--- src/rtl/vstat_pkg.sv ---
package vstat_pkg;
    // word index of each register (byte offset / 4)
    localparam int REG_CLR      = 0;
    localparam int REG_PHY      = 1;
    localparam int REG_SADDR    = 2;
    localparam int REG_DLY0     = 3;
    localparam int REG_DLY1     = 4;
    localparam int REG_ACT      = 5;
    localparam int REG_ERR_DROP = 6;
    localparam int REG_ERR_FIX  = 7;
    localparam int REG_ERR_CRC  = 8;
    localparam int REG_LN_MAX   = 9;
    localparam int REG_LN_MIN   = 10;
    localparam int REG_PX_MAX   = 11;
    localparam int REG_PX_MIN   = 12;

    localparam int NUM_ERR      = 3;
    localparam int ERR_DROP     = 0;
    localparam int ERR_FIX      = 1;
    localparam int ERR_CRC      = 2;

    localparam logic [1:0] RESP_OKAY = 2'b00;
endpackage

--- src/rtl/vstat_err_cnt.sv ---
module vstat_err_cnt #(
    parameter int CNT_W = 32
) (
    input  logic             clk,
    input  logic             rst_n,
    input  logic             clr,
    input  logic             hit,
    output logic [CNT_W-1:0] cnt
);
    logic [CNT_W-1:0] cnt_d, cnt_q;

    always_comb begin
        cnt_d = cnt_q;
        if (clr) begin
            cnt_d = '0;
        end else if (hit && (cnt_q != '1)) begin
            cnt_d = cnt_q + 1'b1;
        end
    end

    always_ff @(posedge clk) begin
        if (!rst_n) cnt_q <= '0;
        else        cnt_q <= cnt_d;
    end

    assign cnt = cnt_q;
endmodule

--- src/rtl/vstat_geom.sv ---
module vstat_geom #(
    parameter int LINE_W = 16,
    parameter int PIX_W  = 16
) (
    input  logic              clk,
    input  logic              rst_n,
    input  logic              clr,
    input  logic              frame_start,
    input  logic              pkt_end,
    input  logic [PIX_W-1:0]  pkt_pixels,
    output logic [LINE_W-1:0] line_max,
    output logic [LINE_W-1:0] line_min,
    output logic [PIX_W-1:0]  pix_max,
    output logic [PIX_W-1:0]  pix_min
);
    typedef struct packed {
        logic              seen_fs;
        logic [LINE_W-1:0] line_cnt;
        logic [LINE_W-1:0] line_max;
        logic [LINE_W-1:0] line_min;
        logic [PIX_W-1:0]  pix_max;
        logic [PIX_W-1:0]  pix_min;
    } geom_t;

    localparam geom_t GEOM_INIT = '{
        seen_fs:  1'b0,
        line_cnt: '0,
        line_max: '0,
        line_min: '1,
        pix_max:  '0,
        pix_min:  '1
    };

    geom_t             st_d, st_q;
    logic [LINE_W-1:0] lines_now;

    always_comb begin
        st_d      = st_q;
        lines_now = st_q.line_cnt;
        if (pkt_end && (st_q.line_cnt != '1)) begin
            lines_now = st_q.line_cnt + 1'b1;
        end
        if (clr) begin
            st_d = GEOM_INIT;
        end else begin
            if (pkt_end) begin
                if (pkt_pixels > st_q.pix_max) st_d.pix_max = pkt_pixels;
                if (pkt_pixels < st_q.pix_min) st_d.pix_min = pkt_pixels;
            end
            if (frame_start) begin
                if (st_q.seen_fs) begin
                    if (lines_now > st_q.line_max) st_d.line_max = lines_now;
                    if (lines_now < st_q.line_min) st_d.line_min = lines_now;
                end
                st_d.line_cnt = '0;
                st_d.seen_fs  = 1'b1;
            end else if (pkt_end) begin
                st_d.line_cnt = lines_now;
            end
        end
    end

    always_ff @(posedge clk) begin
        if (!rst_n) st_q <= GEOM_INIT;
        else        st_q <= st_d;
    end

    assign line_max = st_q.line_max;
    assign line_min = st_q.line_min;
    assign pix_max  = st_q.pix_max;
    assign pix_min  = st_q.pix_min;
endmodule

--- src/rtl/vstat_axil_regs.sv ---
module vstat_axil_regs
    import vstat_pkg::*;
#(
    parameter int ADDR_W  = 6,
    parameter int CNT_W   = 32,
    parameter int LINE_W  = 16,
    parameter int PIX_W   = 16,
    parameter int DLY_W   = 5,
    parameter int SADDR_W = 7
) (
    input  logic               clk,
    input  logic               rst_n,
    input  logic [ADDR_W-1:0]  s_awaddr,
    input  logic               s_awvalid,
    output logic               s_awready,
    input  logic [31:0]        s_wdata,
    input  logic               s_wvalid,
    output logic               s_wready,
    output logic [1:0]         s_bresp,
    output logic               s_bvalid,
    input  logic               s_bready,
    input  logic [ADDR_W-1:0]  s_araddr,
    input  logic               s_arvalid,
    output logic               s_arready,
    output logic [31:0]        s_rdata,
    output logic [1:0]         s_rresp,
    output logic               s_rvalid,
    input  logic               s_rready,
    input  logic [CNT_W-1:0]   err_drop,
    input  logic [CNT_W-1:0]   err_fix,
    input  logic [CNT_W-1:0]   err_crc,
    input  logic [LINE_W-1:0]  line_max,
    input  logic [LINE_W-1:0]  line_min,
    input  logic [PIX_W-1:0]   pix_max,
    input  logic [PIX_W-1:0]   pix_min,
    output logic               stat_clr,
    output logic               sync_en,
    output logic [SADDR_W-1:0] sensor_addr,
    output logic [DLY_W-1:0]   lane0_dly,
    output logic [DLY_W-1:0]   lane1_dly,
    output logic               dly_load
);
    localparam int IDX_W = ADDR_W - 2;

    typedef struct packed {
        logic               aw_have;
        logic               aw_ok;
        logic [IDX_W-1:0]   aw_idx;
        logic               w_have;
        logic [31:0]        w_data;
        logic               bvalid;
        logic               rvalid;
        logic [31:0]        rdata;
        logic               clr_bit;
        logic               phy_bit;
        logic [SADDR_W-1:0] saddr;
        logic [DLY_W-1:0]   dly0_reg;
        logic [DLY_W-1:0]   dly1_reg;
        logic               act_bit;
        logic [DLY_W-1:0]   dly0_out;
        logic [DLY_W-1:0]   dly1_out;
        logic               load;
    } regs_t;

    regs_t       st_d, st_q;
    logic        wr_fire;
    logic        clr_pulse;
    logic [31:0] rd_word;
    logic        unused_wbits;

    assign s_awready = !st_q.aw_have && !st_q.bvalid;
    assign s_wready  = !st_q.w_have && !st_q.bvalid;
    assign s_arready = !st_q.rvalid;
    assign wr_fire   = st_q.aw_have && st_q.w_have && !st_q.bvalid;

    // read multiplexer, looked up when the read address is accepted
    always_comb begin
        rd_word = '0;
        if (s_araddr[1:0] == 2'b00) begin
            case (int'(s_araddr[ADDR_W-1:2]))
                REG_CLR:      rd_word = 32'(st_q.clr_bit);
                REG_PHY:      rd_word = 32'(st_q.phy_bit);
                REG_SADDR:    rd_word = 32'(st_q.saddr);
                REG_DLY0:     rd_word = 32'(st_q.dly0_reg);
                REG_DLY1:     rd_word = 32'(st_q.dly1_reg);
                REG_ACT:      rd_word = 32'(st_q.act_bit);
                REG_ERR_DROP: rd_word = 32'(err_drop);
                REG_ERR_FIX:  rd_word = 32'(err_fix);
                REG_ERR_CRC:  rd_word = 32'(err_crc);
                REG_LN_MAX:   rd_word = 32'(line_max);
                REG_LN_MIN:   rd_word = 32'(line_min);
                REG_PX_MAX:   rd_word = 32'(pix_max);
                REG_PX_MIN:   rd_word = 32'(pix_min);
                default:      rd_word = '0;
            endcase
        end
    end

    always_comb begin
        st_d      = st_q;
        st_d.load = 1'b0;
        clr_pulse = 1'b0;

        if (s_awvalid && s_awready) begin
            st_d.aw_have = 1'b1;
            st_d.aw_ok   = (s_awaddr[1:0] == 2'b00);
            st_d.aw_idx  = s_awaddr[ADDR_W-1:2];
        end
        if (s_wvalid && s_wready) begin
            st_d.w_have = 1'b1;
            st_d.w_data = s_wdata;
        end

        if (wr_fire) begin
            st_d.aw_have = 1'b0;
            st_d.w_have  = 1'b0;
            st_d.bvalid  = 1'b1;
            if (st_q.aw_ok) begin
                case (int'(st_q.aw_idx))
                    REG_CLR: begin
                        st_d.clr_bit = st_q.w_data[0];
                        clr_pulse    = st_q.w_data[0] && !st_q.clr_bit;
                    end
                    REG_PHY:   st_d.phy_bit  = st_q.w_data[0];
                    REG_SADDR: st_d.saddr    = st_q.w_data[SADDR_W-1:0];
                    REG_DLY0:  st_d.dly0_reg = st_q.w_data[DLY_W-1:0];
                    REG_DLY1:  st_d.dly1_reg = st_q.w_data[DLY_W-1:0];
                    REG_ACT: begin
                        st_d.act_bit = st_q.w_data[0];
                        if (st_q.w_data[0] && !st_q.act_bit) begin
                            st_d.load     = 1'b1;
                            st_d.dly0_out = st_q.dly0_reg;
                            st_d.dly1_out = st_q.dly1_reg;
                        end
                    end
                    default: ;
                endcase
            end
        end

        if (st_q.bvalid && s_bready) begin
            st_d.bvalid = 1'b0;
        end

        if (s_arvalid && s_arready) begin
            st_d.rvalid = 1'b1;
            st_d.rdata  = rd_word;
        end else if (st_q.rvalid && s_rready) begin
            st_d.rvalid = 1'b0;
        end
    end

    always_ff @(posedge clk) begin
        if (!rst_n) st_q <= '0;
        else        st_q <= st_d;
    end

    assign unused_wbits = ^st_q.w_data;

    assign s_bresp     = RESP_OKAY;
    assign s_bvalid    = st_q.bvalid;
    assign s_rresp     = RESP_OKAY;
    assign s_rvalid    = st_q.rvalid;
    assign s_rdata     = st_q.rdata;
    assign stat_clr    = clr_pulse;
    assign sync_en     = st_q.phy_bit;
    assign sensor_addr = st_q.saddr;
    assign lane0_dly   = st_q.dly0_out;
    assign lane1_dly   = st_q.dly1_out;
    assign dly_load    = st_q.load;
endmodule

--- src/rtl/vstat_monitor.sv ---
module vstat_monitor
    import vstat_pkg::*;
#(
    parameter int ADDR_W  = 6,
    parameter int CNT_W   = 32,
    parameter int LINE_W  = 16,
    parameter int PIX_W   = 16,
    parameter int DLY_W   = 5,
    parameter int SADDR_W = 7
) (
    input  logic               clk,
    input  logic               rst_n,
    input  logic               evt_hdr_drop,
    input  logic               evt_hdr_fix,
    input  logic               evt_crc_bad,
    input  logic               evt_frame_start,
    input  logic               evt_pkt_end,
    input  logic [PIX_W-1:0]   evt_pkt_pixels,
    input  logic [ADDR_W-1:0]  s_awaddr,
    input  logic               s_awvalid,
    output logic               s_awready,
    input  logic [31:0]        s_wdata,
    input  logic               s_wvalid,
    output logic               s_wready,
    output logic [1:0]         s_bresp,
    output logic               s_bvalid,
    input  logic               s_bready,
    input  logic [ADDR_W-1:0]  s_araddr,
    input  logic               s_arvalid,
    output logic               s_arready,
    output logic [31:0]        s_rdata,
    output logic [1:0]         s_rresp,
    output logic               s_rvalid,
    input  logic               s_rready,
    output logic               sync_en,
    output logic [SADDR_W-1:0] sensor_addr,
    output logic [DLY_W-1:0]   lane0_dly,
    output logic [DLY_W-1:0]   lane1_dly,
    output logic               dly_load
);
    logic                          stat_clr;
    logic [NUM_ERR-1:0]            err_hit;
    logic [NUM_ERR-1:0][CNT_W-1:0] err_cnt;
    logic [LINE_W-1:0]             line_max, line_min;
    logic [PIX_W-1:0]              pix_max, pix_min;

    always_comb begin
        err_hit           = '0;
        err_hit[ERR_DROP] = evt_hdr_drop;
        err_hit[ERR_FIX]  = evt_hdr_fix;
        err_hit[ERR_CRC]  = evt_crc_bad;
    end

    for (genvar k = 0; k < NUM_ERR; k++) begin : g_err
        vstat_err_cnt #(.CNT_W(CNT_W)) u_cnt (
            .clk   (clk),
            .rst_n (rst_n),
            .clr   (stat_clr),
            .hit   (err_hit[k]),
            .cnt   (err_cnt[k])
        );
    end

    vstat_geom #(.LINE_W(LINE_W), .PIX_W(PIX_W)) u_geom (
        .clk         (clk),
        .rst_n       (rst_n),
        .clr         (stat_clr),
        .frame_start (evt_frame_start),
        .pkt_end     (evt_pkt_end),
        .pkt_pixels  (evt_pkt_pixels),
        .line_max    (line_max),
        .line_min    (line_min),
        .pix_max     (pix_max),
        .pix_min     (pix_min)
    );

    vstat_axil_regs #(
        .ADDR_W (ADDR_W), .CNT_W (CNT_W), .LINE_W (LINE_W),
        .PIX_W  (PIX_W),  .DLY_W (DLY_W), .SADDR_W(SADDR_W)
    ) u_regs (
        .clk         (clk),
        .rst_n       (rst_n),
        .s_awaddr    (s_awaddr),
        .s_awvalid   (s_awvalid),
        .s_awready   (s_awready),
        .s_wdata     (s_wdata),
        .s_wvalid    (s_wvalid),
        .s_wready    (s_wready),
        .s_bresp     (s_bresp),
        .s_bvalid    (s_bvalid),
        .s_bready    (s_bready),
        .s_araddr    (s_araddr),
        .s_arvalid   (s_arvalid),
        .s_arready   (s_arready),
        .s_rdata     (s_rdata),
        .s_rresp     (s_rresp),
        .s_rvalid    (s_rvalid),
        .s_rready    (s_rready),
        .err_drop    (err_cnt[ERR_DROP]),
        .err_fix     (err_cnt[ERR_FIX]),
        .err_crc     (err_cnt[ERR_CRC]),
        .line_max    (line_max),
        .line_min    (line_min),
        .pix_max     (pix_max),
        .pix_min     (pix_min),
        .stat_clr    (stat_clr),
        .sync_en     (sync_en),
        .sensor_addr (sensor_addr),
        .lane0_dly   (lane0_dly),
        .lane1_dly   (lane1_dly),
        .dly_load    (dly_load)
    );
endmodule

--- config.mk ---
export PLATFORM = sky130hd
export DESIGN_NAME = vstat_monitor
export DESIGN_NICKNAME = d
export VERILOG_FILES = /design/src/rtl/vstat_pkg.sv /design/src/rtl/vstat_err_cnt.sv /design/src/rtl/vstat_geom.sv /design/src/rtl/vstat_axil_regs.sv /design/src/rtl/vstat_monitor.sv
export SDC_FILE = /design/constraint.sdc
export NUM_CORES = 1
export LEC_CHECK = 0
export CAP_MARGIN = 5
export CORE_MARGIN = 4
export CORE_UTILIZATION = 45
export DETAILED_ROUTE_END_ITERATION = 8
export GPL_ROUTABILITY_DRIVEN = 1
export PLACE_DENSITY = 0.65
export SLEW_MARGIN = 15
export SYNTH_ARGS = -nofsm -noshare
export SYNTH_HDL_FRONTEND = slang
export SYNTH_SLANG_ARGS = --single-unit
export TNS_END_PERCENT = 1
--- constraint.sdc ---
create_clock -name clk -period 4.9 [get_ports clk]
set_clock_uncertainty 0.2 [all_clocks]
set_input_delay 0.98 -clock clk [delete_from_list [all_inputs] [get_ports clk]]
set_output_delay 0.98 -clock clk [all_outputs]
set_load 0.03 [all_outputs]
==> summary.txt <==
Synthesis
  • Synth Area in Adders: around 6.1%
  • Largest cells by area after synthesis: dfxtp_1, ha_1, nor2_1
  • Area leader, netlist: dfxtp_1
  • Synth Register Bits: between 200 and 300
  • Main combinational cell family by area after synthesis: simple AND/OR/NAND/NOR gates
  • Top post-synthesis cells by count: dfxtp_1, nor2_1, nand3_1
  • Syn Inst Count: 1585
  • Main synth FF type: dfxtp_1
  • Synth Area in XOR/XNOR: around 5.2%
  • Distinct cells, synth: 75
  • Yosys warns: 0
  • Ys async rst share: 0%
  • Mux contribution to synthesized area: under 10%
  • Complex-gate fraction of the synthesized area: between 10% and 20%
  • Avg Cell Area, Syn: roughly 8.5 um^2
  • Register area share after synthesis: 37.8%
  • Most frequent cell after synthesis: dfxtp_1
  • Mapped Area: roughly 14000 um^2
  • Top cell type's share of synthesized area: a little under two fifths
  • Post-synth EDFFs: 0
  • Post-Synth Simple-Gate Area: 22.0%

Timing
  • Final worst path period share: between 80% and 90%
  • Fmax: between 0.2 and 0.25 GHz
  • Slew @ Worst Pin: 1.16 ns
  • Final hold violation count: 0
  • RSZ-0062 raised after global routing: no
  • Max-slew violation count: 0
  • Slew headroom: between 20% and 30%
  • Final setup vio count: 0
  • Final min period: 4.28 ns
  • Setup TNS: 0 ns

Pwr
  • Internal: 3.55 mW
  • Net Sw Power: ~1.2 mW
  • Lkg Pwr: a little under 6 nW
  • Pwr Density: approximately 300 nW/um^2
  • Switching Fraction: about a quarter
  • Total power: roughly 4.7 mW
  • VDD IR max: 0.243 mV
  • Sequential power share: a little under half
  • Combinational Power Share: 8.8%
  • Clock Power Share: about 45%

Route
  • Post-route DRC: 0
  • First drt pass iteration count: 8
  • Final ANT Viol Nets: 0
  • Max layer used: met4
  • Metal-1 WL: 17600 um
  • Routed WL per cell: approximately 18 um
  • Routed met3 length: between 2000 and 2500 um
  • Vias per cell: ~5.8
  • Final WL: 37400 um
  • Via count: roughly 12000
  • Met2 WL: around 17000 um
  • Initial DRC Count: about 1100

Placement
  • PortBufs: just over 100
  • Gp weighted congestion: ~0.89
  • Post-DP Area: roughly 15000 um^2
  • Placed wire-length estimate: approximately 27000 um

Worst setup path
  • Kind of critical path: flip-flop to flip-flop
  • Crit end category: flip-flop
  • CP startpoint kind: flip-flop
  • Worst Path Arrival: 4.54 ns
  • CP required: approximately 5.2 ns
  • CP Max Fanout: 22

Layout
  • Final Instance Area: roughly 16000 um^2
  • Layout area overhead: 15.2%
  • Layout fillers: roughly 2900
  • Fin nets: roughly 1800
  • Layout cells sized above 1: ~8%
  • Ant diodes: 0

Die
  • Row cnt: 63
  • Die width: 181 um
  • I/O Pins: 132
  • Initial core utilization: a little under half
  • Die Area: 32900 um^2
  • Die Y-Extent: roughly 180 um
  • Core ar.: between 20000 and 30000 um^2

Global routing
  • Grt total ovfl: 0
  • Initial antenna violation count: 0
  • Pin count of the biggest net entering global routing: 60
  • Total GRT Usage: between 20% and 30%
  • First-pass GRT wire length: 60000 um
  • Vias in the first global route: around 11000

CTS
  • Cts bufs inserted: 29
  • Clk pin slew, worst setup/hold paths: approximately 0.060 ns
  • Hold-fix buffers at CTS: 0
  • Clock Path Buffers: 3
  • Setup Buffers After CTS: 0
  • CTS root buffer: clkbuf_16
  • H-tree Lvls: 1
  • CTS tree: done
  • Clock latency on the worst-skew pair: between 0.5 and 0.6 ns
  • CTS Sinks: roughly 260
  • Cts repair resizes: 0

Run
  • Maxcap violations: 0

Run status
  • Status: completed

Min path
  • HP Class: flip-flop to flip-flop
power by group through the flow:
stage / registers (mW) / logic, mW / clock network [mW]
after detailed placement: 2.23 / 0.413 / 0
after floorplan: 2.21 / 0.276 / 0
after global routing: 2.19 / 0.466 / 2.26
final: 2.18 / 0.417 / 2.12
after CTS: 2.18 / 0.416 / 2.17
after global placement: 2.23 / 0.405 / 0
metrics by stage:
step                      setup slack (ns)  instances  utilization, %  hold WS (ns)
after floorplan                       1.01       1588               -         0.232
after global placement               0.181       1980            49.5         0.240
after detailed placement             0.104       1980            49.5         0.246
after CTS                            0.312       2027            52.6         0.253
after global routing                 0.362       2027            52.6         0.274
final                                0.623       2027            52.6         0.251
final timing paths:
| path | start | to | slack (ns) | cells past startpoint |
|---|---|---|---|---|
| hold / removal | u_regs.s_rdata[6] | u_regs.s_rdata[6] | 0.25 | 2 |
| hold reg to reg | u_regs.s_rdata[6] | u_regs.s_rdata[6] | 0.25 | 2 |
| setup / recovery | u_geom.st_q[64] | u_geom.line_max[0] | 0.62 | 14 |
| setup reg to reg | u_geom.st_q[64] | u_geom.line_max[0] | 0.62 | 14 |
layout make-up:
cell class / count / area (um^2) / area share [%]
inverters: 85 / 319 / 2.05
clock inverters: 6 / 62.6 / 0.401
flip-flops and latches: 256 / 5120 / 32.9
repair buffers: 141 / 1330 / 8.50
multi-input cells: 1108 / 7420 / 47.5
clock buffers: 41 / 861 / 5.52
well taps: 390 / 488 / 3.13
state kept, by name, summed over array words and instances, names as in the netlist:
signal	count
g_err.u_cnt.cnt	96
u_regs.sensor_addr	7
u_geom.line_max	16
u_geom.line_min	16
u_regs.lane1_dly	5
u_regs.s_bvalid	1
u_regs.s_rdata	32
u_regs.dly_load	1
u_geom.st_q	17
u_geom.pix_min	16
u_regs.s_rvalid	1
u_regs.st_q	26
u_regs.lane0_dly	5
u_geom.pix_max	16
u_regs.sync_en	1
layout by cell type (no fill, tap or decap), types with 7 or more instances in the layout:
cell | synthesis | final
dfxtp_1 | 256 | 256
nor2_1 | 181 | 181
nand3_1 | 115 | 115
clkdlybuf4s50_1 | 0 | 102
inv_1 | 84 | 84
a21oi_1 | 79 | 78
ha_1 | 66 | 66
o21ai_0 | 54 | 54
nand4_1 | 50 | 50
nand2_1 | 50 | 50
xor2_1 | 48 | 48
mux2i_1 | 47 | 47
buf_4 | 54 | 38
o31ai_1 | 34 | 34
xnor2_1 | 33 | 33
a222oi_1 | 33 | 33
clkbuf_16 | 0 | 29
nor3_1 | 27 | 26
or3_1 | 25 | 25
and3_1 | 25 | 25
a22oi_1 | 25 | 25
and4_1 | 20 | 20
nor2b_1 | 20 | 20
a31oi_1 | 17 | 15
a2bb2oi_1 | 14 | 14
o21ai_1 | 12 | 11
nor3_2 | 10 | 11
a211oi_1 | 10 | 10
nand2b_1 | 9 | 9
o211ai_1 | 9 | 9
clkbuf_8 | 0 | 9
or2_2 | 7 | 7
logic make-up after synthesis:
family / count (synthesis)
mux: 54
fa+ha+maj: 66
xor+xnor: 81
compound gates: 329
buf+inv: 224
flops: 256
simple gates: 574
other cells: 1
critical path, stage by stage (launching register included):
cell	delay [ns]
dfxtp_1	0.50
ha_1	0.29
nand3_1	0.13
or3_1	0.45
o21ai_1	0.46
nor4_1	0.14
or2_2	0.34
ha_1	0.28
and3_1	0.21
o2111ai_1	0.14
a221o_1	0.31
a31oi_2	0.21
buf_4	0.29
nor2_1	0.07
a211oi_1	0.19
routing by layer:
layer,up-vias,GRT usage [%]
met5,-,0
met2,324,34.9
met1,5639,31.7
met4,0,4.50
li1,5796,-
met3,55,3.17
Note: power is estimated with default switching activity, not from simulation.
